`src/rtl/dsd_unpack_pkg.sv`:
```
package dsd_unpack_pkg;

  localparam logic [7:0] DOP_MARK_LO = 8'h05;
  localparam logic [7:0] DOP_MARK_HI = 8'hFA;
  localparam logic [7:0] DSD_SILENCE = 8'h69;
  localparam int         DOP_BITS    = 16;
  localparam int         MARK_LSB    = 16;

  typedef struct packed {
    logic marker_ok;  // both channels carry the same legal marker
    logic in_step;    // marker also alternates with the previous frame
  } verdict_t;

  function automatic logic is_marker(input logic [7:0] m);
    return (m == DOP_MARK_LO) || (m == DOP_MARK_HI);
  endfunction

  function automatic verdict_t judge(input logic [7:0] ml, input logic [7:0] mr,
                                     input logic last_ok, input logic [7:0] last_mark);
    verdict_t v;
    v.marker_ok = (ml == mr) && is_marker(ml);
    v.in_step   = v.marker_ok && (!last_ok || (ml != last_mark));
    return v;
  endfunction

endpackage

```
`src/rtl/dsd_marker_detect.sv`:
```
module dsd_marker_detect
  import dsd_unpack_pkg::*;
#(
  parameter int ACQ_FRAMES  = 4,
  parameter int LOSS_FRAMES = 2
) (
  input  logic       clk,
  input  logic       rst_n,
  input  logic       frm_valid,
  input  logic [7:0] mark_l,
  input  logic [7:0] mark_r,
  input  logic       direct_sel,
  input  logic       rate_hi,
  output logic       dsd_on,
  output logic       dsd_hi,
  output logic       acq_evt,
  output logic       loss_evt,
  output logic       push
);

  localparam int RUN_W = $clog2(ACQ_FRAMES + 1);
  localparam int BAD_W = $clog2(LOSS_FRAMES + 1);
  localparam logic [RUN_W-1:0] RUN_FULL = RUN_W'(ACQ_FRAMES);
  localparam logic [BAD_W-1:0] BAD_FULL = BAD_W'(LOSS_FRAMES);

  logic [RUN_W-1:0] run_q, run_nxt;
  logic [BAD_W-1:0] bad_q, bad_nxt;
  logic             last_ok_q;
  logic [7:0]       last_mark_q;
  logic             dop_q, dop_nxt, direct_q, hi_q;
  logic             dop_frame;
  verdict_t         v;

  assign dop_frame = frm_valid && !direct_sel;

  always_comb begin
    v = judge(mark_l, mark_r, last_ok_q, last_mark_q);
    if (v.in_step)        run_nxt = (run_q == RUN_FULL) ? run_q : run_q + 1'b1;
    else if (v.marker_ok) run_nxt = RUN_W'(1);
    else                  run_nxt = '0;
    if (v.in_step) bad_nxt = '0;
    else           bad_nxt = (bad_q == BAD_FULL) ? bad_q : bad_q + 1'b1;
    dop_nxt = dop_q;
    if (direct_sel)     dop_nxt = 1'b0;
    else if (frm_valid) dop_nxt = dop_q ? (bad_nxt != BAD_FULL) : (run_nxt == RUN_FULL);
  end

  assign acq_evt  = dop_frame && !dop_q && dop_nxt;
  assign loss_evt = dop_frame && dop_q && !dop_nxt;
  assign push     = frm_valid && (direct_sel || (dop_nxt && v.in_step));

  always_ff @(posedge clk or negedge rst_n) begin
    if (!rst_n) begin
      run_q       <= '0;
      bad_q       <= '0;
      last_ok_q   <= 1'b0;
      last_mark_q <= '0;
      dop_q       <= 1'b0;
      direct_q    <= 1'b0;
      hi_q        <= 1'b0;
    end else begin
      dop_q    <= dop_nxt;
      direct_q <= direct_sel;
      hi_q     <= !direct_sel && rate_hi && dop_nxt;
      if (direct_sel) begin
        run_q     <= '0;
        bad_q     <= '0;
        last_ok_q <= 1'b0;
      end else if (frm_valid) begin
        run_q       <= run_nxt;
        bad_q       <= bad_nxt;
        last_ok_q   <= v.marker_ok;
        last_mark_q <= mark_l;
      end
    end
  end

  assign dsd_on = dop_q | direct_q;
  assign dsd_hi = hi_q;

endmodule

```
`src/rtl/dsd_clkgen.sv`:
```
module dsd_clkgen #(
  parameter int CLK_HALF = 2
) (
  input  logic clk,
  input  logic rst_n,
  input  logic active,
  input  logic fast,
  output logic clk_out,
  output logic tick
);

  localparam int DIV_W = (2 * CLK_HALF > 1) ? $clog2(2 * CLK_HALF) : 1;
  localparam logic [DIV_W-1:0] LIM_FAST = DIV_W'(CLK_HALF - 1);
  localparam logic [DIV_W-1:0] LIM_SLOW = DIV_W'(2 * CLK_HALF - 1);

  logic [DIV_W-1:0] div_q;
  logic             clk_q;
  logic             wrap;

  assign wrap = div_q >= (fast ? LIM_FAST : LIM_SLOW);

  always_ff @(posedge clk or negedge rst_n) begin
    if (!rst_n) begin
      div_q <= '0;
      clk_q <= 1'b0;
    end else if (!active) begin
      div_q <= '0;
      clk_q <= 1'b0;
    end else if (wrap) begin
      div_q <= '0;
      clk_q <= ~clk_q;
    end else begin
      div_q <= div_q + 1'b1;
    end
  end

  assign clk_out = clk_q;
  assign tick    = active && clk_q && wrap;  // next edge makes the falling edge

endmodule

```
`src/rtl/dsd_bit_shifter.sv`:
```
module dsd_bit_shifter
  import dsd_unpack_pkg::*;
#(
  parameter int WORD_W = 32,
  parameter int LEN_W  = 6
) (
  input  logic              clk,
  input  logic              rst_n,
  input  logic              active,
  input  logic              tick,
  input  logic              push,
  input  logic [WORD_W-1:0] push_word,
  input  logic [LEN_W-1:0]  push_len,
  output logic              ser_bit
);

  logic [WORD_W-1:0] sh_q, pend_q;
  logic [LEN_W-1:0]  left_q, pend_len_q;
  logic              pend_v_q;
  logic              load;

  assign load = active && ((left_q == '0) || (tick && (left_q == LEN_W'(1))));

  always_ff @(posedge clk or negedge rst_n) begin
    if (!rst_n) begin
      sh_q       <= '0;
      left_q     <= '0;
      pend_q     <= '0;
      pend_len_q <= '0;
      pend_v_q   <= 1'b0;
    end else begin
      if (!active) begin
        sh_q   <= '0;
        left_q <= '0;
      end else if (load) begin
        if (pend_v_q) begin
          sh_q   <= pend_q;
          left_q <= pend_len_q;
        end else begin
          sh_q   <= {DSD_SILENCE, {(WORD_W - 8){1'b0}}};
          left_q <= LEN_W'(8);
        end
      end else if (tick) begin
        sh_q   <= sh_q << 1;
        left_q <= left_q - 1'b1;
      end
      if (push) begin
        pend_q     <= push_word;
        pend_len_q <= push_len;
        pend_v_q   <= 1'b1;
      end else if (!active || (load && pend_v_q)) begin
        pend_v_q <= 1'b0;
      end
    end
  end

  assign ser_bit = sh_q[WORD_W-1];

endmodule

```
`src/rtl/dsd_unpack.sv`:
```
module dsd_unpack
  import dsd_unpack_pkg::*;
#(
  parameter int WORD_W      = 32,
  parameter int CLK_HALF    = 2,
  parameter int ACQ_FRAMES  = 4,
  parameter int LOSS_FRAMES = 2
) (
  input  logic              clk,
  input  logic              rst_n,
  input  logic              smp_valid,
  input  logic [WORD_W-1:0] smp_left,
  input  logic [WORD_W-1:0] smp_right,
  input  logic              rate_hi,
  input  logic              direct_sel,
  output logic              dsd_clk,
  output logic              dsd_dl,
  output logic              dsd_dr,
  output logic              dsd_flag,
  output logic              dsd_128
);

  localparam int LEN_W = $clog2(WORD_W + 1);
  localparam int NCH   = 2;

  logic                         acq_evt, loss_evt, bit_tick, push, clk_raw;
  logic [NCH-1:0][WORD_W-1:0]   chan_in, chan_word;
  logic [NCH-1:0]               chan_bit;
  logic [LEN_W-1:0]             push_len;

  function automatic logic [WORD_W-1:0] align_word(input logic [WORD_W-1:0] src,
                                                   input logic direct);
    if (direct) return src;
    return {src[DOP_BITS-1:0], {(WORD_W - DOP_BITS){1'b0}}};
  endfunction

  assign chan_in[0] = smp_left;
  assign chan_in[1] = smp_right;
  assign push_len   = direct_sel ? LEN_W'(WORD_W) : LEN_W'(DOP_BITS);

  dsd_marker_detect #(
    .ACQ_FRAMES (ACQ_FRAMES),
    .LOSS_FRAMES(LOSS_FRAMES)
  ) u_detect (
    .clk       (clk),
    .rst_n     (rst_n),
    .frm_valid (smp_valid),
    .mark_l    (smp_left[MARK_LSB+7:MARK_LSB]),
    .mark_r    (smp_right[MARK_LSB+7:MARK_LSB]),
    .direct_sel(direct_sel),
    .rate_hi   (rate_hi),
    .dsd_on    (dsd_flag),
    .dsd_hi    (dsd_128),
    .acq_evt   (acq_evt),
    .loss_evt  (loss_evt),
    .push      (push)
  );

  dsd_clkgen #(
    .CLK_HALF(CLK_HALF)
  ) u_clkgen (
    .clk    (clk),
    .rst_n  (rst_n),
    .active (dsd_flag),
    .fast   (dsd_128),
    .clk_out(clk_raw),
    .tick   (bit_tick)
  );

  for (genvar ch = 0; ch < NCH; ch++) begin : g_chan
    assign chan_word[ch] = align_word(chan_in[ch], direct_sel);
    dsd_bit_shifter #(
      .WORD_W(WORD_W),
      .LEN_W (LEN_W)
    ) u_shift (
      .clk      (clk),
      .rst_n    (rst_n),
      .active   (dsd_flag),
      .tick     (bit_tick),
      .push     (push),
      .push_word(chan_word[ch]),
      .push_len (push_len),
      .ser_bit  (chan_bit[ch])
    );
  end

  assign dsd_clk = clk_raw & dsd_flag;
  assign dsd_dl  = chan_bit[0] & dsd_flag;
  assign dsd_dr  = chan_bit[1] & dsd_flag;

endmodule

```
`config.mk`:
```
export PLATFORM = sky130hd
export DESIGN_NAME = dsd_unpack
export DESIGN_NICKNAME = d
export VERILOG_FILES = /design/src/rtl/dsd_unpack_pkg.sv /design/src/rtl/dsd_marker_detect.sv /design/src/rtl/dsd_clkgen.sv /design/src/rtl/dsd_bit_shifter.sv /design/src/rtl/dsd_unpack.sv
export SDC_FILE = /design/constraint.sdc
export NUM_CORES = 1
export LEC_CHECK = 0
export BUFFER_PORTS_ARGS = -buffer_cell sky130_fd_sc_hd__buf_4
export CELL_PAD_IN_SITES_DETAIL_PLACEMENT = 1
export CELL_PAD_IN_SITES_GLOBAL_PLACEMENT = 1
export CORE_AREA = 2 2 134 136
export CTS_CLUSTER_DIAMETER = 200
export CTS_CLUSTER_SIZE = 16
export DETAILED_ROUTE_END_ITERATION = 8
export DIE_AREA = 0 0 136 138
export PLACE_DENSITY_LB_ADDON = 0.1
export SYNTH_ARGS = -nofsm -noshare
export SYNTH_HDL_FRONTEND = slang
export SYNTH_SLANG_ARGS = --single-unit
```
`constraint.sdc`:
```
create_clock -name clk -period 3.1 [get_ports clk]
set_input_delay 0.62 -clock clk [delete_from_list [all_inputs] [get_ports clk]]
set_output_delay 0.62 -clock clk [all_outputs]
set_load 0.03 [all_outputs]
```
### Yosys cells after proc, flatten, opt, wreduce, memory -nomap -nowiden

Cells that the tools add are included.

| word-level totals | value |
|---|---|
| word-level logic and storage cells | 118 |
| output and inout port bits | 5 |
| register bits | 168 |

| operators by class | value |
|---|---|
| bitwise operators | 6 |
| reductions and logical operators | 30 |
| $add $sub $neg | 5 |
| equal/unequal tests | 13 |
| $lt $le $gt $ge | 1 |
| mux-type cells | 45 |

Operators by type and width:

| operator | number |
|---|---|
| 32-bit 2-to-1 mux | 12 |
| 6-bit 2-to-1 mux | 9 |
| 1-bit logical AND | 14 |
| 2-bit 2-to-1 mux | 7 |
| 1-bit 2-to-1 mux | 13 |
| 6-bit by 1-bit equality test with 1-bit output (second input constant) | 2 |
| 6-bit zero test | 2 |
| 3-bit 2-to-1 mux | 4 |
| 6-bit by 1-bit subtractor with 6-bit output (second input constant) | 2 |
| 8-bit by 3-bit equality test with 1-bit output (second input constant) | 1 |
| 8-bit equality test | 1 |
| 8-bit equality test (second input constant) | 1 |
| 8-bit inequality test | 1 |
| 1-bit logical OR | 7 |
| 3-bit equality test (second input constant) | 2 |
| 3-bit by 1-bit inequality test with 1-bit output (second input constant) | 2 |
| 2-bit nonzero test | 3 |
| 2-bit by 1-bit adder with 2-bit output (second input constant) | 2 |
| 3-bit by 1-bit adder with 3-bit output (second input constant) | 1 |
| 1-bit AND | 3 |
| 1-bit zero test | 3 |
| 2-bit equality test (second input constant) | 1 |
| 2-bit >= comparator | 1 |
| 2-bit by 1-bit inequality test with 1-bit output (second input constant) | 1 |
| 4 further kinds | 5 |

### Longest topological paths before layout

| logic depth | value |
|---|---|
| depth after elaboration | 13 |
| gate-level depth with buffers | 9 |
| gate-level depth less buffers | 8 |

### Modules after synthesis

Synthesis repeated with hierarchy kept, for this count alone.

| second synthesis, totals | value |
|---|---|
| cell total of the unflattened synthesis | 798 |
| area, all modules | 8953.6 um^2 |

Modules (own cells, without submodules):

| module | cells each | times used | area each (um^2) |
|---|---|---|---|
| dsd_bit_shifter | 301 | 2 | 3508.4 |
| dsd_marker_detect | 106 | 1 | 1082.3 |
| dsd_unpack | 76 | 1 | 704.4 |
| dsd_clkgen | 14 | 1 | 150.1 |

### Worst setup path after synthesis

No wires, ideal clock.

| path | value |
|---|---|
| path kind | reg-to-reg |
| start | reg u_detect.hi_q, in the netlist u_detect.dsd_hi |
| end | reg g_chan[1].u_shift.sh_q[10] |
| buffers on the path | 3 |
| data required time | 2968 ps |
| clock period less this slack | 2412 ps |
| arrival time | 2280 ps |
| path slack | 688 ps |
| library setup time | 132 ps |
| cell stages (with the launch flop) | 10 |
| cells stage by stage | dfrtp_1 -> ha_1 -> a21o_1 -> and2_1 -> clkbuf_1 -> a211oi_1 -> or2_1 -> buf_2 -> clkbuf_1 -> o21ai_1 |

| on the way | value |
|---|---|
| cells in the longest elaborated chain, start to end | 8 |
| elaborated cells between the ends (all ways) | 9 |
| classes of those cells | order compare: 1; eq/ne: 1; mux: 3; reduce/logical: 4 |

Ends and longest elaborated chain:

| what | line | source |
|---|---|---|
| start: declaration | dsd_marker_detect.sv:30 | `logic dop_q, dop_nxt, direct_q, hi_q;` |
| start signal: assignment | dsd_marker_detect.sv:64 | `hi_q <= !direct_sel && rate_hi && dop_nxt;` |
| 2-bit 2-to-1 mux * | dsd_clkgen.sv:20 | `assign wrap = div_q >= (fast ? LIM_FAST : LIM_SLOW);` |
| 2-bit >= comparator * | dsd_clkgen.sv:20 |  |
| 1-bit logical AND * | dsd_clkgen.sv:38 | `assign tick = active && clk_q && wrap;` |
| 1-bit logical AND | dsd_bit_shifter.sv:22 | `assign load = active && ((left_q == '0) \|\| (tick && (left_q == LEN_W'(1))));` |
| 1-bit logical OR | dsd_bit_shifter.sv:22 |  |
| 1-bit logical AND | dsd_bit_shifter.sv:22 |  |
| 32-bit 2-to-1 mux | dsd_bit_shifter.sv:35 | `end else if (load) begin` |
| 32-bit 2-to-1 mux | dsd_bit_shifter.sv:32 | `if (!active) begin` |
| end signal: assignment | dsd_bit_shifter.sv:37 | `sh_q <= pend_q;` |
| end signal: assignment | dsd_bit_shifter.sv:40 | `sh_q <= {DSD_SILENCE, {(WORD_W - 8){1'b0}}};` |
| end signal: assignment | dsd_bit_shifter.sv:44 | `sh_q <= sh_q << 1;` |
| end: declaration | dsd_bit_shifter.sv:17 | `logic [WORD_W-1:0] sh_q, pend_q;` |

Mark *: on every way between the ends. The rest lies on a longest branch, timed or not.
A chain may end at the register's enable or synchronous reset.

### Worst setup path in the final report

| path | value |
|---|---|
| start | reg u_detect.run_q[0] |
| end | reg g_chan[1].u_shift.pend_q[27] |

| on the way | value |
|---|---|
| cells in the longest elaborated chain, start to end | 10 |
| elaborated cells between the ends (all ways) | 11 |
| classes of those cells | add/sub: 1; eq/ne: 2; mux: 5; reduce/logical: 3 |

Ends and longest elaborated chain:

| what | line | source |
|---|---|---|
| start: declaration | dsd_marker_detect.sv:26 | `logic [RUN_W-1:0] run_q, run_nxt;` |
| start signal: assignment | dsd_marker_detect.sv:70 | `run_q <= run_nxt;` |
| 3-bit by 1-bit adder with 3-bit output or 3-bit equality test (tied branches) | dsd_marker_detect.sv:38 | `if (v.in_step) run_nxt = (run_q == RUN_FULL) ? run_q : run_q + 1'b1;` |
| 3-bit 2-to-1 mux * (2 in series) | dsd_marker_detect.sv:38 |  |
| 3-bit equality test * | dsd_marker_detect.sv:45 | `else if (frm_valid) dop_nxt = dop_q ? (bad_nxt != BAD_FULL) : (run_nxt == RUN_FULL);` |
| 1-bit 2-to-1 mux * (2 in series) | dsd_marker_detect.sv:45 |  |
| 1-bit 2-to-1 mux * | dsd_marker_detect.sv:44 | `if (direct_sel) dop_nxt = 1'b0;` |
| 1-bit logical AND * | dsd_marker_detect.sv:50 | `assign push = frm_valid && (direct_sel \|\| (dop_nxt && v.in_step));` |
| 1-bit logical OR * | dsd_marker_detect.sv:50 |  |
| 1-bit logical AND * | dsd_marker_detect.sv:50 |  |
| end signal: assignment | dsd_bit_shifter.sv:48 | `pend_q <= push_word;` |
| end: declaration | dsd_bit_shifter.sv:17 |  |

Marked as above.

==> reports/metrics.cfg <==
[finish]
multi_input_area_um2 = 3590
layout.area.seq_um2 = 4100
synthToLayoutAreaGrowth_pct = 17.0
drive_gt1_share_pct = 17.2
antenna_cells = 0
instances_no_fill = 1107
nFillCells = 1974
nNetsFinal = 942

[drt]
drt-met1-wl_um = 11000
drt_wl_total_um = 23700
drc = 0
first_pass_iters = 4
drt-initial-drc-count = 381
ant_nets = 0
num_vias = 6626
wl_met3_um = 987
wl_per_cell_um = 21.4
dr_wl_met2_um = 11400
routed.top_layer = met4
via_per_inst = 5.99

[floorplanning]
initial_core_util_pct = 45.7
fp.dieH_um = 138
die_w_um = 136
core_um2 = 17500
io_pins = 74
die_area_um2 = 18800
num_rows = 49

[timing]
maxSlewHeadroom_pct = 29.9
period_needed_ps = 2630
fin_crit_sh_pct = 84.8
worst_slew_pin_slew_ps = 1050
slew_violations = 0
skew_ps = 17.4
hold_violations = 0
fmax_ghz = 0.381
finalSetupTns_ps = 0
setup_viol = 0
rsz0062_at_grt = false

[job]
cap_viol_max_count = 0

[setup_path]
critPathCaptureType = flop
cp_max_fo = 30
r2r_slack_ps = 470
ff2ff_path_depth = 8
path_cells = inv_1 -> ha_1 -> a21oi_1 -> a32oi_1 -> o31ai_1 -> nor3b_4 -> o21a_4 -> a2bb2oi_1
worstSetupPathType = flop to flop
r2r_start = u_detect.run_q[0]$_DFFE_PN0P_
start_kind = flop
reg2reg_to = g_chan[1].u_shift.pend_q[27]$_DFFE_PN0P_
slowest_stage = o21a_4
critPathRequiredTime_ps = 3440
critPathMaxStageDelay_ps = 430
cp.arrival_ps = 2970

[clock_tree]
cts_resized = 0
clk_pin_slew_ps = 70
cts_tree = done
cts_buffers = 17
cts_num_sinks = 164
post_cts_buffers = 0
cts_hold_buf = 0
cts_max_level = 4
insertion_delay_ps = 430
cts-root-buf = clkbuf_16
clock_path_buffers = 2

[synth]
synth_top_flop_cell = dfrtp_1
yosys.cell_types.count = 61
yosys.area.top_type = dfrtp_1
synth.area.top_cells = dfrtp_1, nand2_1, a21oi_1
seq_area_frac_synth_pct = 51.2
yosysMostFrequentCell = dfrtp_1
synthCells = 819
yosysTopAreaCellShare_pct = 51.2
synth_warnings = 0
netlist_area_um2 = 8010
ys_ff_latch = 164
async_flop_share_pct = 100
avgSynthCellArea_um2 = 9.79
synth_common_cells = dfrtp_1, nand2_1, a21oi_1, clkbuf_1, nor2_1
syn-num-nets = 896
synth_edf_count = 0

[global_routing]
grt_overflow = 0
grt_max_degree = 89
grt_pass1_vias = 6974
grt_usage_pct = 26.1
antenna_found_initial = 0
grt_pass1_wl_um = 38300

[run_status]
status = finished, final reports clean

[pwr]
ir_drop_v = 0.000415
static-leakage-power_nw = 4.05
p_per_area_nw_per_um2 = 642

[place]
post-place-cells = 1075
port_buffers = 73
dp_hpwl_um = 15500
gp_congestion = 0.785

[worst_hold_path]
hold_class = input port to async pin

registers in the layout (all words and copies together), names as in the netlist, 2 cells and up:
| name | count |
|---|---|
| u_detect.run_q | 3 |
| u_clkgen.div_q | 2 |
| g_chan.u_shift.left_q | 12 |
| g_chan.u_shift.pend_len_q | 2 |
| u_detect.bad_q | 2 |
| g_chan.u_shift.pend_q | 64 |
| u_detect.last_mark_q | 8 |
| g_chan.u_shift.sh_q | 64 |
| g_chan.u_shift.pend_v_q | 2 |
area by class of cell:
cell class / count / share of cell area (%)
clock inverters: 14 / 1.89
clock buffers: 18 / 4.58
repair buffers: 96 / 7.99
flip-flops and latches: 164 / 43.8
inverters: 12 / 0.480
well taps: 229 / 3.05
multi-input cells: 574 / 38.2
how the worst max path moves through the flow:
stage | from | end | slack [ps] | depth (start not counted)
global placement | smp_left[20] | g_chan[0].u_shift.pend_q[26]$_DFFE_PN0P_ | 470 | 7
finish | u_detect.run_q[0]$_DFFE_PN0P_ | g_chan[1].u_shift.pend_q[27]$_DFFE_PN0P_ | 470 | 8
CTS | u_detect.run_q[0]$_DFFE_PN0P_ | g_chan[1].u_shift.pend_q[27]$_DFFE_PN0P_ | 490 | 8
floorplan | u_detect.dsd_hi$_DFF_PN0_ | g_chan[1].u_shift.sh_q[10]$_DFFE_PN0P_ | 690 | 9
global route | u_detect.run_q[0]$_DFFE_PN0P_ | g_chan[1].u_shift.pend_q[30]$_DFFE_PN0P_ | 270 | 8
detailed placement | smp_left[20] | g_chan[0].u_shift.pend_q[26]$_DFFE_PN0P_ | 390 | 7
routing by layer:
layer,GRT usage (%),vias to the layer above
met1,37.6,3428
met2,41.3,141
met3,4.40,20
li1,-,3037
met5,0,-
met4,6.30,0
stage by stage:
stage	power [mW]	hold WS (ps)	util (%)	setup WS, ps	area (um2)
global placement	3.77	458	50.0	465	8770
CTS	6.05	309	53.5	491	9380
global route	6.30	333	53.5	274	9380
floorplan	3.36	324	-	688	8010
detailed placement	3.84	470	50.0	392	8770
finish	6.02	263	53.5	472	9380
where the power goes:
group	switching [mW]	internal (mW)
Clock	0.927	1.28
Sequential	0.225	2.41
Combinational	0.704	0.475
cell families (layout without fill, tap and decap cells):
| logic type | after synthesis | in the layout | synth area share (%) |
|---|---|---|---|
| AO/OA/AOI/OAI | 251 | 251 | 21.9 |
| XOR/XNOR | 21 | 21 | 2.30 |
| adder cells (fa/ha/maj) | 8 | 8 | 1.25 |
| buffers and inverters | 81 | 140 | 4.42 |
| flip-flops | 164 | 164 | 51.2 |
| multiplexers | 13 | 13 | 1.78 |
| AND/OR/NAND/NOR | 281 | 281 | 17.2 |
worst max-delay path, delay by kind of cell, from the launching register on:
kind / cells / cell delay (ps)
compound gates: 5 / 1320
fa+ha+maj: 1 / 330
flops: 1 / 400
simple gates: 1 / 370
buf+inv: 1 / 100
layout by cell type, fill, tap and decap left out, types with 3 or more instances in the layout:
master	n
o21ai_0	16
clkinvlp_4	3
bufinv_16	3
o41ai_1	4
or4_1	3
nand3_1	13
a21oi_1	65
nor3_1	10
nor2_1	46
mux2_2	8
ha_1	8
nand2b_1	35
nand4_1	3
buf_4	93
o21ai_1	13
nand2_1	113
dfrtp_1	164
a2bb2oi_1	26
a31oi_1	29
and2_1	6
and3_1	27
a21o_1	4
nor3b_1	9
inv_6	3
mux2i_1	3
a22o_1	32
clkbuf_16	17
a311oi_1	4
xor2_1	10
nor4_1	5
o31ai_1	32
xnor2_1	11
a2bb2oi_2	4
inv_1	11
Note: power is estimated with default switching activity, not from simulation.
